--- config.mk ---
export PLATFORM = sky130hd
export DESIGN_NAME = tsq_top
export DESIGN_NICKNAME = d
export VERILOG_FILES = /design/src/rtl/tsq_pkg.sv /design/src/rtl/tsq_counter.sv /design/src/rtl/tsq_pattern_decode.sv /design/src/rtl/tsq_result.sv /design/src/rtl/tsq_top.sv
export SDC_FILE = /design/constraint.sdc
export NUM_CORES = 1
export LEC_CHECK = 0
export ABC_AREA = 1
export ABC_CLOCK_PERIOD_IN_PS = 9340
export BUFFER_PORTS_ARGS = -buffer_cell sky130_fd_sc_hd__buf_4
export CAP_MARGIN = 20
export CORE_ASPECT_RATIO = 2
export CORE_MARGIN = 4
export CORE_UTILIZATION = 60
export CTS_BUF_LIST = sky130_fd_sc_hd__clkbuf_4 sky130_fd_sc_hd__clkbuf_8
export CTS_CLUSTER_SIZE = 16
export DETAILED_ROUTE_END_ITERATION = 6
export PLACE_DENSITY = 0.87
export SYNTH_ARGS = -nofsm -noshare
export SYNTH_HDL_FRONTEND = slang
export SYNTH_HIERARCHICAL = 1
export SYNTH_SLANG_ARGS = --single-unit
--- constraint.sdc ---
create_clock -name clk -period 9.34 [get_ports clk]
set_input_delay 0.934 -clock clk [delete_from_list [all_inputs] [get_ports clk]]
set_output_delay 0.934 -clock clk [all_outputs]
set_load 0.01 [all_outputs]
--- src/rtl/tsq_pkg.sv ---
package tsq_pkg;
    typedef enum logic [1:0] {
        ST_IDLE,
        ST_LOAD,
        ST_SETTLE,
        ST_DONE
    } tsq_state_e;

    typedef enum logic [2:0] {
        PK_BLANK,
        PK_SEL_LO,
        PK_SEL_HI,
        PK_WALK,
        PK_FORCE_ODD,
        PK_FORCE_EVEN
    } tsq_kind_e;
endpackage

--- src/rtl/tsq_counter.sv ---
module tsq_counter #(
    parameter int W     = 4,
    parameter int LIMIT = 3
) (
    input  logic         clk,
    input  logic         rst_n,
    input  logic         clr,
    input  logic         inc,
    output logic [W-1:0] val,
    output logic         at_limit
);
    always_ff @(posedge clk) begin
        if (!rst_n)   val <= '0;
        else if (clr) val <= '0;
        else if (inc) val <= val + 1'b1;
    end

    assign at_limit = (val == W'(LIMIT));
endmodule

--- src/rtl/tsq_pattern_decode.sv ---
module tsq_pattern_decode
    import tsq_pkg::*;
#(
    parameter int N_IN  = 3,
    parameter int M_COL = 4,
    parameter int IW    = 5,
    parameter int CW    = 3
) (
    input  logic [IW-1:0]   pat,
    input  logic [CW-1:0]   col,
    output logic [N_IN-1:0] x,
    output logic            y1,
    output logic            y2,
    output logic            col_on,
    output logic            exp_z1,
    output logic            exp_z2,
    output logic            chk_z2
);
    localparam logic FORCE_Z1 = logic'(M_COL % 2);

    always_comb begin
        int p;
        int c;
        int s;
        tsq_kind_e kind;
        p = int'(pat);
        c = int'(col);
        if (p == 0) begin
            kind = PK_BLANK;      s = 0;
        end else if (p <= M_COL) begin
            kind = PK_SEL_LO;     s = p;
        end else if (p <= 2*M_COL) begin
            kind = PK_SEL_HI;     s = p - M_COL;
        end else if (p < 3*M_COL) begin
            kind = PK_WALK;       s = p - 2*M_COL;
        end else if (p < 3*M_COL + N_IN) begin
            kind = PK_FORCE_ODD;  s = p - 3*M_COL + 1;
        end else begin
            kind = PK_FORCE_EVEN; s = p - 3*M_COL - N_IN + 1;
        end

        x      = '0;
        y1     = 1'b1;
        y2     = 1'b1;
        col_on = 1'b0;
        exp_z1 = 1'b0;
        exp_z2 = 1'b0;
        chk_z2 = 1'b1;
        unique case (kind)
            PK_BLANK: ;
            PK_SEL_LO: begin
                col_on = (c == s);
                exp_z1 = 1'b1;
                exp_z2 = 1'b1;
            end
            PK_SEL_HI: begin
                x      = '1;
                col_on = (c == s);
                exp_z1 = 1'b1;
                exp_z2 = 1'b1;
            end
            PK_WALK: begin
                col_on = (c <= s);
                exp_z1 = logic'(s % 2);
                chk_z2 = 1'b0;
            end
            PK_FORCE_ODD: begin
                for (int b = 0; b < N_IN; b++) x[b] = (b != s - 1);
                y1     = 1'b0;
                col_on = 1'b1;
                exp_z1 = FORCE_Z1;
                chk_z2 = 1'b0;
            end
            PK_FORCE_EVEN: begin
                for (int b = 0; b < N_IN; b++) x[b] = (b == s - 1);
                y2     = 1'b0;
                col_on = 1'b1;
                exp_z1 = FORCE_Z1;
                chk_z2 = 1'b0;
            end
        endcase
    end
endmodule

--- src/rtl/tsq_result.sv ---
module tsq_result #(
    parameter int IW = 5
) (
    input  logic          clk,
    input  logic          rst_n,
    input  logic          clr,
    input  logic          sample,
    input  logic [IW-1:0] pat,
    input  logic          z1,
    input  logic          z2,
    input  logic          exp_z1,
    input  logic          exp_z2,
    input  logic          chk_z2,
    output logic          fail,
    output logic [IW-1:0] fail_idx
);
    logic mismatch;

    assign mismatch = (z1 != exp_z1) | (chk_z2 & (z2 != exp_z2));

    always_ff @(posedge clk) begin
        if (!rst_n || clr) begin
            fail     <= 1'b0;
            fail_idx <= '0;
        end else if (sample && mismatch && !fail) begin
            fail     <= 1'b1;
            fail_idx <= pat;
        end
    end


    fail_sticky_chk: assert property (@(posedge clk) disable iff (!rst_n)
        (fail && !clr) |=> (fail && $stable(fail_idx)));


    fail_on_sample_chk: assert property (@(posedge clk) disable iff (!rst_n)
        $rose(fail) |-> $past(sample));
endmodule

--- src/rtl/tsq_top.sv ---
module tsq_top
    import tsq_pkg::*;
#(
    parameter int N_IN  = 3,
    parameter int M_COL = 4
) (
    input  logic                                 clk,
    input  logic                                 rst_n,
    input  logic                                 start,
    input  logic                                 z1,
    input  logic                                 z2,
    output logic [N_IN-1:0]                      pla_x,
    output logic                                 pla_y1,
    output logic                                 pla_y2,
    output logic                                 sr_din,
    output logic                                 sr_shift,
    output logic                                 done,
    output logic                                 pass,
    output logic                                 fail,
    output logic [$clog2(2*N_IN+3*M_COL)-1:0]    fail_idx
);
    localparam int NPAT = 2*N_IN + 3*M_COL;
    localparam int IW   = $clog2(NPAT);
    localparam int CW   = $clog2(M_COL + 2);

    tsq_state_e state, state_nx;

    logic [IW-1:0]   pat_idx;
    logic [CW-1:0]   bit_cnt;
    logic [CW-1:0]   col;
    logic            pat_last, bit_last, accept;
    logic [N_IN-1:0] dec_x;
    logic            dec_y1, dec_y2, dec_col_on;
    logic            exp_z1, exp_z2, chk_z2;

    assign accept = start && (state == ST_IDLE || state == ST_DONE);
    assign col    = CW'(M_COL + 1) - bit_cnt;

    tsq_counter #(.W(IW), .LIMIT(NPAT - 1)) u_pat_ctr (
        .clk(clk), .rst_n(rst_n), .clr(accept),
        .inc(state == ST_SETTLE && !pat_last),
        .val(pat_idx), .at_limit(pat_last)
    );

    tsq_counter #(.W(CW), .LIMIT(M_COL)) u_bit_ctr (
        .clk(clk), .rst_n(rst_n), .clr(state != ST_LOAD),
        .inc(state == ST_LOAD),
        .val(bit_cnt), .at_limit(bit_last)
    );

    tsq_pattern_decode #(.N_IN(N_IN), .M_COL(M_COL), .IW(IW), .CW(CW)) u_dec (
        .pat(pat_idx), .col(col), .x(dec_x), .y1(dec_y1), .y2(dec_y2),
        .col_on(dec_col_on), .exp_z1(exp_z1), .exp_z2(exp_z2), .chk_z2(chk_z2)
    );

    tsq_result #(.IW(IW)) u_res (
        .clk(clk), .rst_n(rst_n), .clr(accept), .sample(state == ST_SETTLE),
        .pat(pat_idx), .z1(z1), .z2(z2), .exp_z1(exp_z1), .exp_z2(exp_z2),
        .chk_z2(chk_z2), .fail(fail), .fail_idx(fail_idx)
    );

    always_ff @(posedge clk) begin
        if (!rst_n) state <= ST_IDLE;
        else        state <= state_nx;
    end

    always_comb begin
        state_nx = state;
        unique case (state)
            ST_IDLE:   if (start)    state_nx = ST_LOAD;
            ST_LOAD:   if (bit_last) state_nx = ST_SETTLE;
            ST_SETTLE: state_nx = pat_last ? ST_DONE : ST_LOAD;
            ST_DONE:   if (start)    state_nx = ST_LOAD;
        endcase
    end

    always_comb begin
        logic active;
        active   = (state == ST_LOAD) || (state == ST_SETTLE);
        pla_x    = active ? dec_x  : '0;
        pla_y1   = active ? dec_y1 : 1'b0;
        pla_y2   = active ? dec_y2 : 1'b0;
        sr_shift = (state == ST_LOAD);
        sr_din   = sr_shift & dec_col_on;
        done     = (state == ST_DONE);
        pass     = done & ~fail;
    end


    load_length_chk: assert property (@(posedge clk) disable iff (!rst_n)
        (sr_shift && bit_last) |=> !sr_shift);


    busy_start_ignored_chk: assert property (@(posedge clk) disable iff (!rst_n)
        (sr_shift && start) |=> !done);


    pass_needs_done_chk: assert property (@(posedge clk) disable iff (!rst_n)
        pass |-> done);


    pat_in_range_chk: assert property (@(posedge clk) disable iff (!rst_n)
        pat_idx <= IW'(NPAT - 1));
endmodule

# Word-level counts from Yosys, hierarchy flattened
# Cells that the tools add are included.
[word_totals]
regBits = 16
latchBits = 0
ramBits = 0
mem_bits_ro = 0
inputBits = 5
n_memories = 0
[op_classes]
n_addsub = 10
mul = 0
n_div = 0
order_cmp = 5
eq_ne = 20
n_shift = 0
n_mux = 24
bitwise = 6
reduce_logical = 21
[ops]
columns = ["operator", "n"]
rows = [
  ["$mux W32", 5],
  ["$add A32 B2 Y32 const B", 2],
  ["$eq A2 B32 Y1 const A", 1],
  ["$eq A3 B32 Y1 const A", 1],
  ["$eq A4 B32 Y1", 1],
  ["$le A4 B32 Y1", 1],
  ["$logic_not A32 Y1", 1],
  ["$ne A2 B32 Y1 const A", 1],
  ["$ne A3 B32 Y1 const A", 1],
  ["$reduce_bool A32 Y1", 1],
  ["$sub A32 B2 Y32 const B", 1],
  ["$sub A32 B3 Y32 const B", 1],
  ["$mux W3", 5],
  ["$sub A5 B4 Y6 const B", 2],
  ["$lt A5 B4 Y1 const B", 2],
  ["$reduce_or A2 Y1", 5],
  ["$eq A3 B3 Y1 const B", 3],
  ["$pmux W3 S3", 1],
  ["$mux W1", 7],
  ["$eq A3 B2 Y1 const B", 2],
  ["$mux W2", 3],
  ["$ne A2 B1 Y1 const B", 3],
  ["$pmux W2 S3", 1],
  ["$sub A5 B3 Y6 const B", 1],
  ["other kinds (22)", 34],
]

# Depth between registers and ports, before layout
# Gate-level depths: netlist of the first run.
[depth]
word_depth = 14
depth_mapped = 27
mapped_depth_nobuf = 27

# Modules after synthesis
# The synthesis of the first run kept the hierarchy.
[by_module_without_submodules]
columns = ["module", "instances", "cells_per_inst", "area_per_inst_um2"]
rows = [
  ["tsq_pattern_decode", 1, 204, 1237.4],
  ["tsq_result", 1, 50, 334.1],
  ["tsq_top", 1, 45, 277.8],
  ["tsq_counter at u_pat_ctr", 1, 33, 241.5],
  ["tsq_counter at u_bit_ctr", 1, 25, 166.4],
]

# Worst setup path after synthesis of the first run
# OpenSTA, ideal clock, no wires.
[synth_path]
kind = "reg2out"
from = "register u_pat_ctr.val[2]"
to = "output pla_x[0]"
t_arrival_ps = 3339
slack_ps = 5067
path_stages_with_launch = 20
path_buffers = 0
path_cell_list = "dfxtp_1 inv_1 ha_1 ha_1 o21bai_4 inv_2 nand2_2 nor3_1 inv_1 ha_1 nor2_1 and3_1 nand4_1 nor3_1 inv_1 nor2_1 nand4_1 nand3_1 inv_1 nor2_1"
[synth_via]
elab_chain_cells = 12
[synth_rtl]
columns = ["element", "line", "text"]
rows = [
  ["from (decl)", "tsq_counter.sv:9", "output logic [W-1:0] val,"],
  ["from (signal assigned)", "tsq_counter.sv:15", "else if (inc) val <= val + 1'b1;"],
  ["$sub A5 B4 Y6", "tsq_pattern_decode.sv:37, tsq_pattern_decode.sv:39", ""],
  ["$sub A32 B3 Y32", "tsq_pattern_decode.sv:39", "kind = PK_FORCE_EVEN; s = p - 3*M_COL - N_IN + 1;"],
  ["$add A32 B2 Y32", "tsq_pattern_decode.sv:39", ""],
  ["$mux W32", "tsq_pattern_decode.sv:36", "end else if (p < 3*M_COL + N_IN) begin"],
  ["$mux W32", "tsq_pattern_decode.sv:34", "end else if (p < 3*M_COL) begin"],
  ["$mux W32", "tsq_pattern_decode.sv:32", "end else if (p <= 2*M_COL) begin"],
  ["$mux W32", "tsq_pattern_decode.sv:30", "end else if (p <= M_COL) begin"],
  ["$mux W32", "tsq_pattern_decode.sv:28", "if (p == 0) begin"],
  ["$sub A32 B2 Y32", "tsq_pattern_decode.sv:68, tsq_pattern_decode.sv:75", ""],
  ["$logic_not A32 Y1 or $reduce_bool A32 Y1 (tied branches)", "tsq_pattern_decode.sv:75, tsq_pattern_decode.sv:68", ""],
  ["$pmux W3 S3 (*)", "tsq_pattern_decode.sv:49", "unique case (kind)"],
  ["named net dec_x[0]", "tsq_top.sv:32", "logic [N_IN-1:0] dec_x;"],
  ["$mux W3 (*)", "tsq_top.sv:80", "pla_x = active ? dec_x : '0;"],
  ["to (decl)", "tsq_top.sv:12", "output logic [N_IN-1:0] pla_x,"],
]
# Mark *: on every way through the listed nets, which the timed path passes. The rest lies on a longest branch.

# Final worst setup path of the first run
# Ends and elaborated chain as after synthesis.

==> results of run 1 <==
==> cells in the final DEF, fill, tap and decap left out, drive strengths merged <==
| master | n |
|---|---|
| nand2 | 101 |
| nor4 | 2 |
| xor2 | 1 |
| nand3b | 2 |
| nand3 | 29 |
| xnor2 | 2 |
| o21a | 1 |
| dfxtp | 16 |
| and3 | 1 |
| a21oi | 17 |
| a21boi | 1 |
| buf | 19 |
| nor3b | 1 |
| nand4 | 4 |
| ha | 36 |
| o21ai | 10 |
| nor3 | 7 |
| clkinv | 1 |
| clkbuf | 3 |
| inv | 67 |
| o211ai | 2 |
| o21bai | 1 |
| nor2 | 53 |
==> worst max path at each step <==
| stage | startpoint | end | slack [ns] | depth (start not counted) |
|---|---|---|---|---|
| after CTS | u_pat_ctr/val[2] | pla_x[0] | 3.93 | 20 |
| after global placement | u_pat_ctr/val[2] | pla_x[0] | 4.28 | 20 |
| after global routing | u_pat_ctr/val[2] | pla_x[0] | 3.46 | 20 |
| after floorplan | u_pat_ctr/val[2] | pla_x[0] | 5.07 | 19 |
| after detailed placement | u_pat_ctr/val[2] | pla_x[0] | 4.19 | 20 |
| final | u_pat_ctr/val[2] | pla_x[0] | 3.88 | 20 |
==> power by group <==
group	internal, W	total, W	switching (W)
logic	0.0000741	0.000188	0.000114
clock network	0.0000285	0.0000506	0.0000221
registers	0.0000801	0.0000963	0.0000162
total	0.000183	0.000335	0.000152
==> routing by layer <==
layer  vias to the layer above  global-route usage [%]  wire [microns]
met4                         0                   11.16             147
met5                         -                       0               0
li1                       1156                       -               -
met3                        14                   1.422              95
met1                      1015                   23.40            1848
met2                        39                   47.02            3045
==> kinds of logic (layout without fill, tap and decap cells) <==
logic type               Yosys count  count (layout)  share of synthesized area (%)
XOR/XNOR                           3               3                          1.164
adder cells (fa/ha/maj)           36              36                          19.96
AO/OA/AOI/OAI                     32              32                          8.814
buffers and inverters             70              90                          12.42
flip-flops                        16              16                          14.19
AND/OR/NAND/NOR                  200             200                          43.46
==> cell usage after synthesis, drive strengths merged, types with 2 or more instances <==
library cell / n
ha: 36
xnor2: 2
o21ai: 10
a21oi: 17
nand2: 101
nand3b: 2
buf: 2
nand3: 29
inv: 67
o211ai: 2
nand4: 4
nor2: 53
nor3: 7
nor4: 2
dfxtp: 16
==> flip-flops by register name (all words and copies together) (netlist names) <==
name,flops
u_pat_ctr/val,5
u_res/fail_idx,5
u_bit_ctr/val,3
state,2
u_res/fail,1
==> area by class of cell <==
cell class                 instances  area (sq um)
clock buffer                       3         41.29
fill                             325          1127
inverter                          68         257.7
multi-input combinational        271          1657
sequential                        16         320.3
tap                               49         61.31
timing repair buffer              19         142.6
==> metrics by stage <==
step           total power [W]  std cells
3_5_place_dp         0.0002863        423
5_1_grt              0.0003655        426
3_3_place_gp         0.0002805        423
6_report             0.0003345        426
2_1_floorplan        0.0002409        357
4_1_cts              0.0003383        426
==> tightest hold or removal path: cells and delay by family (launching register included) <==
kind            cells  cell delay (ns)
simple gates        1             0.08
compound gates      1             0.04
flops               1             0.33
==> impl_metrics.csv, run 1 <==
group,metric,value,unit
global_route,antenna_found_initial,0,
clocking,cts.path.max_buffers,2,
floorplan,std_cell_rows,31,
place,port-buffer-count,19,
detailed_routing,route.antenna.remaining_nets,0,
worst_setup_path,cpMaxStageDelayCell,"sky130_fd_sc_hd__dfxtp_1",
floorplan,boundary_pin_count,20,
min_path,hp-start,"u_res/fail_idx[3]",
worst_setup_path,critPathArrivalTime,4.53,ns
yosys,postSynthRegisterBits,16,
sta,timing.final.max_slew_violations,0,
yosys,netlist.area_leader.share,19.96,%
sta,timing.final.crit_share,58.47,%
yosys,async_s_r_ff_share_synth,0,%
yosys,count_of_flip_flops_with_a_built_in_enable_after_synthesis,0,
global_route,vias_in_the_first_global_route,2176,
floorplan,die_width,51.37,microns
clocking,cts_inserted_buffers,3,
place,dpl-instance-area,0.002439,sq mm
global_route,grt_remaining_overflow,0,
clocking,post_cts_buffers,0,
worst_setup_path,critPathBufInv,6,
yosys,post_synth.cell_area_avg,6.323,sq um
floorplan,die_y,94.74,microns
sta,finalSetupViolCount,0,
worst_setup_path,required,8.41,ns
clocking,cts_tree,"yes",
worst_setup_path,critical-path-top-delay-family,"simple AND/OR/NAND/NOR gates",
detailed_routing,route.vias.total,2224,
clocking,postCtsResizedCells,0,
cells_and_area,final_layout_size_suffix_gt1_share,17.24,%
worst_setup_path,crit_path_cell_trace,"inv_1 -> ha_1 -> ha_1 -> o21bai_4 -> inv_2 -> nand2_2 -> nor3_1 -> inv_1 -> ha_1 -> nor4_1 -> nand2_1 -> inv_1 -> nand2_1 -> nor3_1 -> nand3_1 -> nand2_1 -> nand3_1 -> inv_1 -> nor2_1 -> buf_4",
yosys,synthesis.area,0.002257,sq mm
floorplan,die_area,0.004867,sq mm
sta,setup_total_negative_slack,0,ns
yosys,synth-warning-count,6,
worst_setup_path,crit_path_max_incr_delay,0.67,ns
sta,fmaxAchievable,183.1,MHz
detailed_routing,drt_pre_antenna_iters,4,
pwr,cellLeakagePower,1.222,nW
pwr,power.ir.vdd_worst,160.0,uV
worst_setup_path,critical_path.reg2reg.startpoint,"u_pat_ctr/val[2]",
clocking,postCtsHoldBufs,0,
detailed_routing,detail_route.vias_per_cell,5.221,
sta,worst_hold_slack_after_final_layout,0.4832,ns
clocking,htree_num_levels,1,
min_path,hold_end,"u_res/fail_idx[3]",
sta,rsz0062_at_grt,"no",
place,post-dp-hpwl,4.264,mm
run_status,result_of_the_run,"finished, final reports clean",
cells_and_area,final_core_utilization,68.75,%
worst_setup_path,critical-path-top-cell-by-count,"sky130_fd_sc_hd__inv_1",
clocking,worstSkewPairLatency,0.24,ns
detailed_routing,routedWlPerCell,12.06,microns
sta,slew_headroom,62.60,%
yosys,post_synth_main_area_contributors,"sky130_fd_sc_hd__ha_1 (20%), sky130_fd_sc_hd__dfxtp_1 (14%), sky130_fd_sc_hd__nand2_1 (14%), sky130_fd_sc_hd__inv_1 (10%), sky130_fd_sc_hd__nor2_1 (7.2%)",
worst_setup_path,worst-r2r-setup-slack,6.27,ns
pwr,p_per_area,134.9,mW/mm^2
global_route,grt_first_pass_wirelength,9.142,mm
worst_setup_path,critPathMaxFanout,16,
detailed_routing,routed_wl,5.137,mm
yosys,synthFlopType,"sky130_fd_sc_hd__dfxtp_1",
clocking,clock_sinks,16,
yosys,synth_sequential_area_ratio,14.19,%
sta,tightestPinTransition,0.5602,ns
cells_and_area,finalNetCount,420,
worst_setup_path,ff2ff_path_depth,16,
floorplan,start_util,62.57,%
detailed_routing,drt-initial-drc-count,74,
cells_and_area,insertedDiodeCount,0,
floorplan,core_region_area,0.003607,sq mm
detailed_routing,detail_route.drc_violations,0,
cells_and_area,postLayoutCellArea,0.002480,sq mm
cells_and_area,area_growth,9.867,%
sta,finClkSkew,0.0008654,ns
min_path,min_path_cells,2,
yosys,synth_area_leader_cell,"sky130_fd_sc_hd__ha_1",
flow_run,max-cap-violations,0,
global_route,grt_max_degree,17,
sta,report.final.hold_viol_count,0,
worst_setup_path,worst_r2r_endpoint,"u_res/fail_idx[1]",
place,post-place-ws,4.194,ns
clocking,cts_root_buf,"sky130_fd_sc_hd__clkbuf_8",
clocking,clkTransAtPathRegs,0.06,ns
yosys,synthesis.instances,357,
sta,period_minus_slack,5.461,ns
worst_setup_path,setup.worst_path.start_class,"register",
worst_setup_path,critical_path_class,"register to output pin",
worst_setup_path,critPathCaptureType,"output pin",
min_path,hold_path_class,"register to register",
sta,worst_setup_slack_after_layout,3.879,ns
place,place.gp.congestion,0.8924,
global_route,grt_use_total,23.63,%
yosys,netlist-cell-type-count,34,
yosys,synth_fp_nets,398,
No activity file was read; power rests on OpenSTA's default activity.
==> inputs of run 2 (changes only) <==
- ABC_AREA: 1 -> 0
- ABC_CLOCK_PERIOD_IN_PS: 9340 -> 4960
- CORE_UTILIZATION: 60 -> 56
- PLACE_DENSITY: 0.87 -> 0.86
- clock period: 9.34 -> 4.96 ns (I/O delays scaled with it)
==> run 2 against run 1 <==
Net effect:
- clock power up 130%
- non-clock buffer count up 13
- largest power group unchanged
- critical path type unchanged
- wire length up 5.7%
==> impl_metrics.csv, run 2 <==
group,metric,value,unit
clocking,htree_num_levels,1,
floorplan,start_util,58.20,%
yosys,netlist.area_leader.share,21.45,%
sta,period_minus_slack,4.706,ns
cells_and_area,highest_count_cells_in_the_layout_ignoring_fill_and_taps,"sky130_fd_sc_hd__ha_1 (35), sky130_fd_sc_hd__buf_4 (32), sky130_fd_sc_hd__inv_1 (23), sky130_fd_sc_hd__nand2_1 (18), sky130_fd_sc_hd__dfxtp_1 (14)",
floorplan,std_cell_rows,31,
sta,report.final.hold_viol_count,0,
detailed_routing,route.antenna.remaining_nets,0,
place,post-place-ws,0.3099,ns
clocking,clock_sinks,16,
cells_and_area,area_growth,16.57,%
clocking,worstSkewPairLatency,0.25,ns
detailed_routing,detail_route.drc_violations,0,
detailed_routing,routedWlPerCell,16.45,microns
flow_run,max-cap-violations,0,
min_path,hold_path_class,"register to register",
global_route,grt_max_degree,16,
detailed_routing,drt_pre_antenna_iters,4,
clocking,cts_inserted_buffers,3,
yosys,post-synth-top-count-cell,"sky130_fd_sc_hd__ha_1",
yosys,synthesis.instances,253,
detailed_routing,detail_route.vias_per_cell,6.158,
sta,rsz0062_at_grt,"no",
global_route,vias_in_the_first_global_route,1977,
sta,setup_total_negative_slack,0,ns
yosys,synthesis.area,0.002100,sq mm
floorplan,boundary_pin_count,20,
worst_setup_path,critical_path_class,"register to output pin",
detailed_routing,routed_wl,5.430,mm
cells_and_area,final_layout_size_suffix_gt1_share,21.71,%
cells_and_area,finalNetCount,323,
worst_setup_path,setup.worst_path.start_class,"register",
sta,worst_setup_slack_after_layout,0.2539,ns
worst_setup_path,critPathCaptureType,"output pin",
yosys,count_of_flip_flops_with_a_built_in_enable_after_synthesis,0,
yosys,synth_fp_nets,294,
pwr,power.ir.vdd_worst,260.2,uV
yosys,post_synth.cell_area_avg,8.298,sq um
yosys,async_s_r_ff_share_synth,0,%
clocking,clkTransAtPathRegs,0.07,ns
clocking,cts.path.max_buffers,2,
clocking,cts_root_buf,"sky130_fd_sc_hd__clkbuf_8",
sta,slew_headroom,28.22,%
yosys,postSynthRegisterBits,16,
sta,tightestPinTransition,1.076,ns
floorplan,die_y,94.59,microns
worst_setup_path,critPathMaxFanout,5,
worst_setup_path,required,4.46,ns
run_status,result_of_the_run,"finished, final reports clean",
sta,finalSetupViolCount,0,
yosys,post_synth_main_area_contributors,"sky130_fd_sc_hd__ha_1 (21%), sky130_fd_sc_hd__dfxtp_1 (15%), sky130_fd_sc_hd__mux2i_1 (4.3%), sky130_fd_sc_hd__inv_1 (4.3%), sky130_fd_sc_hd__nand4_1 (3.3%)",
sta,fmaxAchievable,212.5,MHz
yosys,synth-warning-count,6,
global_route,grt_first_pass_wirelength,8.549,mm
pwr,cellLeakagePower,1.107,nW
place,port-buffer-count,19,
global_route,grt_use_total,22.69,%
detailed_routing,route.vias.total,2032,
place,post-dp-hpwl,4.095,mm
yosys,netlist-cell-type-count,56,
cells_and_area,largest_registers,"u_pat_ctr/val x5, u_res/fail_idx x5, u_bit_ctr/val x3",
yosys,synth_commonest_cells,"sky130_fd_sc_hd__ha_1 (36), sky130_fd_sc_hd__inv_1 (24), sky130_fd_sc_hd__nand2_1 (18)",
clocking,cts_tree,"yes",
pwr,p_per_area,255.9,mW/mm^2
cells_and_area,layout.cells.most_common,"sky130_fd_sc_hd__ha_1",
yosys,synth_sequential_area_ratio,15.26,%
sta,finClkSkew,0.003559,ns
yosys,synthFlopType,"sky130_fd_sc_hd__dfxtp_1",
place,place.gp.congestion,0.8951,
floorplan,core_region_area,0.003607,sq mm
detailed_routing,drt-initial-drc-count,48,
yosys,synth_area_leader_cell,"sky130_fd_sc_hd__ha_1",
sta,timing.final.crit_share,94.88,%
sta,timing.final.max_slew_violations,0,
global_route,grt_remaining_overflow,0,
floorplan,die_area,0.004852,sq mm
cells_and_area,final_core_utilization,67.85,%
global_route,antenna_found_initial,0,
floorplan,die_width,51.30,microns
worst_setup_path,critPathArrivalTime,4.21,ns
cells_and_area,insertedDiodeCount,0,
[run 2: logic make-up (layout without fill, tap and decap cells)]
family | count (synthesis) | after routing | share of synthesized area (%)
multiplexers | 9 | 9 | 4.291
flip-flops | 16 | 16 | 15.26
AO/OA/AOI/OAI | 54 | 54 | 21.57
adder cells (fa/ha/maj) | 36 | 36 | 21.45
AND/OR/NAND/NOR | 96 | 96 | 27.47
XOR/XNOR | 8 | 8 | 3.337
buffers and inverters | 34 | 62 | 6.615
[run 2: worst paths after layout]
check / cells after the start / from / to / slack [ns]
hold / removal: 2 / u_res/fail_idx[4] / u_res/fail_idx[4] / 0.46
hold reg to reg: 2 / u_res/fail_idx[4] / u_res/fail_idx[4] / 0.46
setup reg to reg: 13 / u_pat_ctr/val[3] / u_res/fail_idx[3] / 1.86
setup / recovery: 19 / u_pat_ctr/val[2] / pla_x[1] / 0.25
[run 2: per-layer routing]
layer | part of all wire [%] | global-route usage, % | vias up
li1 | - | - | 967
met1 | 35 | 21.14 | 976
met2 | 56 | 43.64 | 63
met3 | 3.0 | 2.528 | 26
met4 | 5.4 | 15.75 | 0
met5 | 0 | 0 | -
[run 2: where the power goes]
group,leakage [nW],switching (W),total (W),internal (W)
combinational,0.948,0.000198,0.000353,0.000154
sequential,0.131,0.0000141,0.000156,0.000142
clock,0.0288,0.0000471,0.000118,0.0000705
[run 2: layout make-up]
class / count / area [sq um]
Multi-Input combinational cell: 203 / 1668
Fill cell: 298 / 1160
Sequential cell: 16 / 325.3
Timing Repair Buffer: 32 / 240.2
Inverter: 26 / 97.59
Tap cell: 49 / 61.31
Clock buffer: 4 / 55.05
[run 2: timing repair]
| item | 4_1_cts | 5_1_grt |
|---|---|---|
| setup endpoints to repair | 0 | 3 |
| setup buffers | 0 | 5 |
| resized for setup | 0 | 11 |
| hold buffers | 0 | 0 |
[run 2: worst max-delay path, cell delays in order (launching register included)]
cell and delay (ns):
sky130_fd_sc_hd__dfxtp_2 0.37, sky130_fd_sc_hd__inv_2 0.07, sky130_fd_sc_hd__ha_1 0.20, sky130_fd_sc_hd__ha_2 0.32, sky130_fd_sc_hd__and4bb_2 0.24, sky130_fd_sc_hd__a2111oi_4 0.29, sky130_fd_sc_hd__o211ai_1 0.20, sky130_fd_sc_hd__a211oi_4 0.30
sky130_fd_sc_hd__buf_4 0.15, sky130_fd_sc_hd__buf_4 0.10, sky130_fd_sc_hd__nand4_1 0.08, sky130_fd_sc_hd__ha_1 0.30, sky130_fd_sc_hd__nand4b_1 0.17, sky130_fd_sc_hd__nor2_1 0.12, sky130_fd_sc_hd__nand4_1 0.14, sky130_fd_sc_hd__nor2b_1 0.22
sky130_fd_sc_hd__nand4b_1 0.11, sky130_fd_sc_hd__a211o_1 0.29, sky130_fd_sc_hd__nor2b_1 0.12, sky130_fd_sc_hd__buf_4 0.15
[run 2: metrics by stage]
step / instances / hold WS (ns) / instance area (sq um) / power, W
floorplan: 253 / 0.4790 / 2100 / 0.0004058
detailed placement: 321 / 0.4478 / 2322 / 0.0005058
finish: 330 / 0.4617 / 2447 / 0.0006263
global route: 330 / 0.4918 / 2447 / 0.0006647
CTS: 325 / 0.4619 / 2377 / 0.0006255
global placement: 321 / 0.4442 / 2322 / 0.0004970
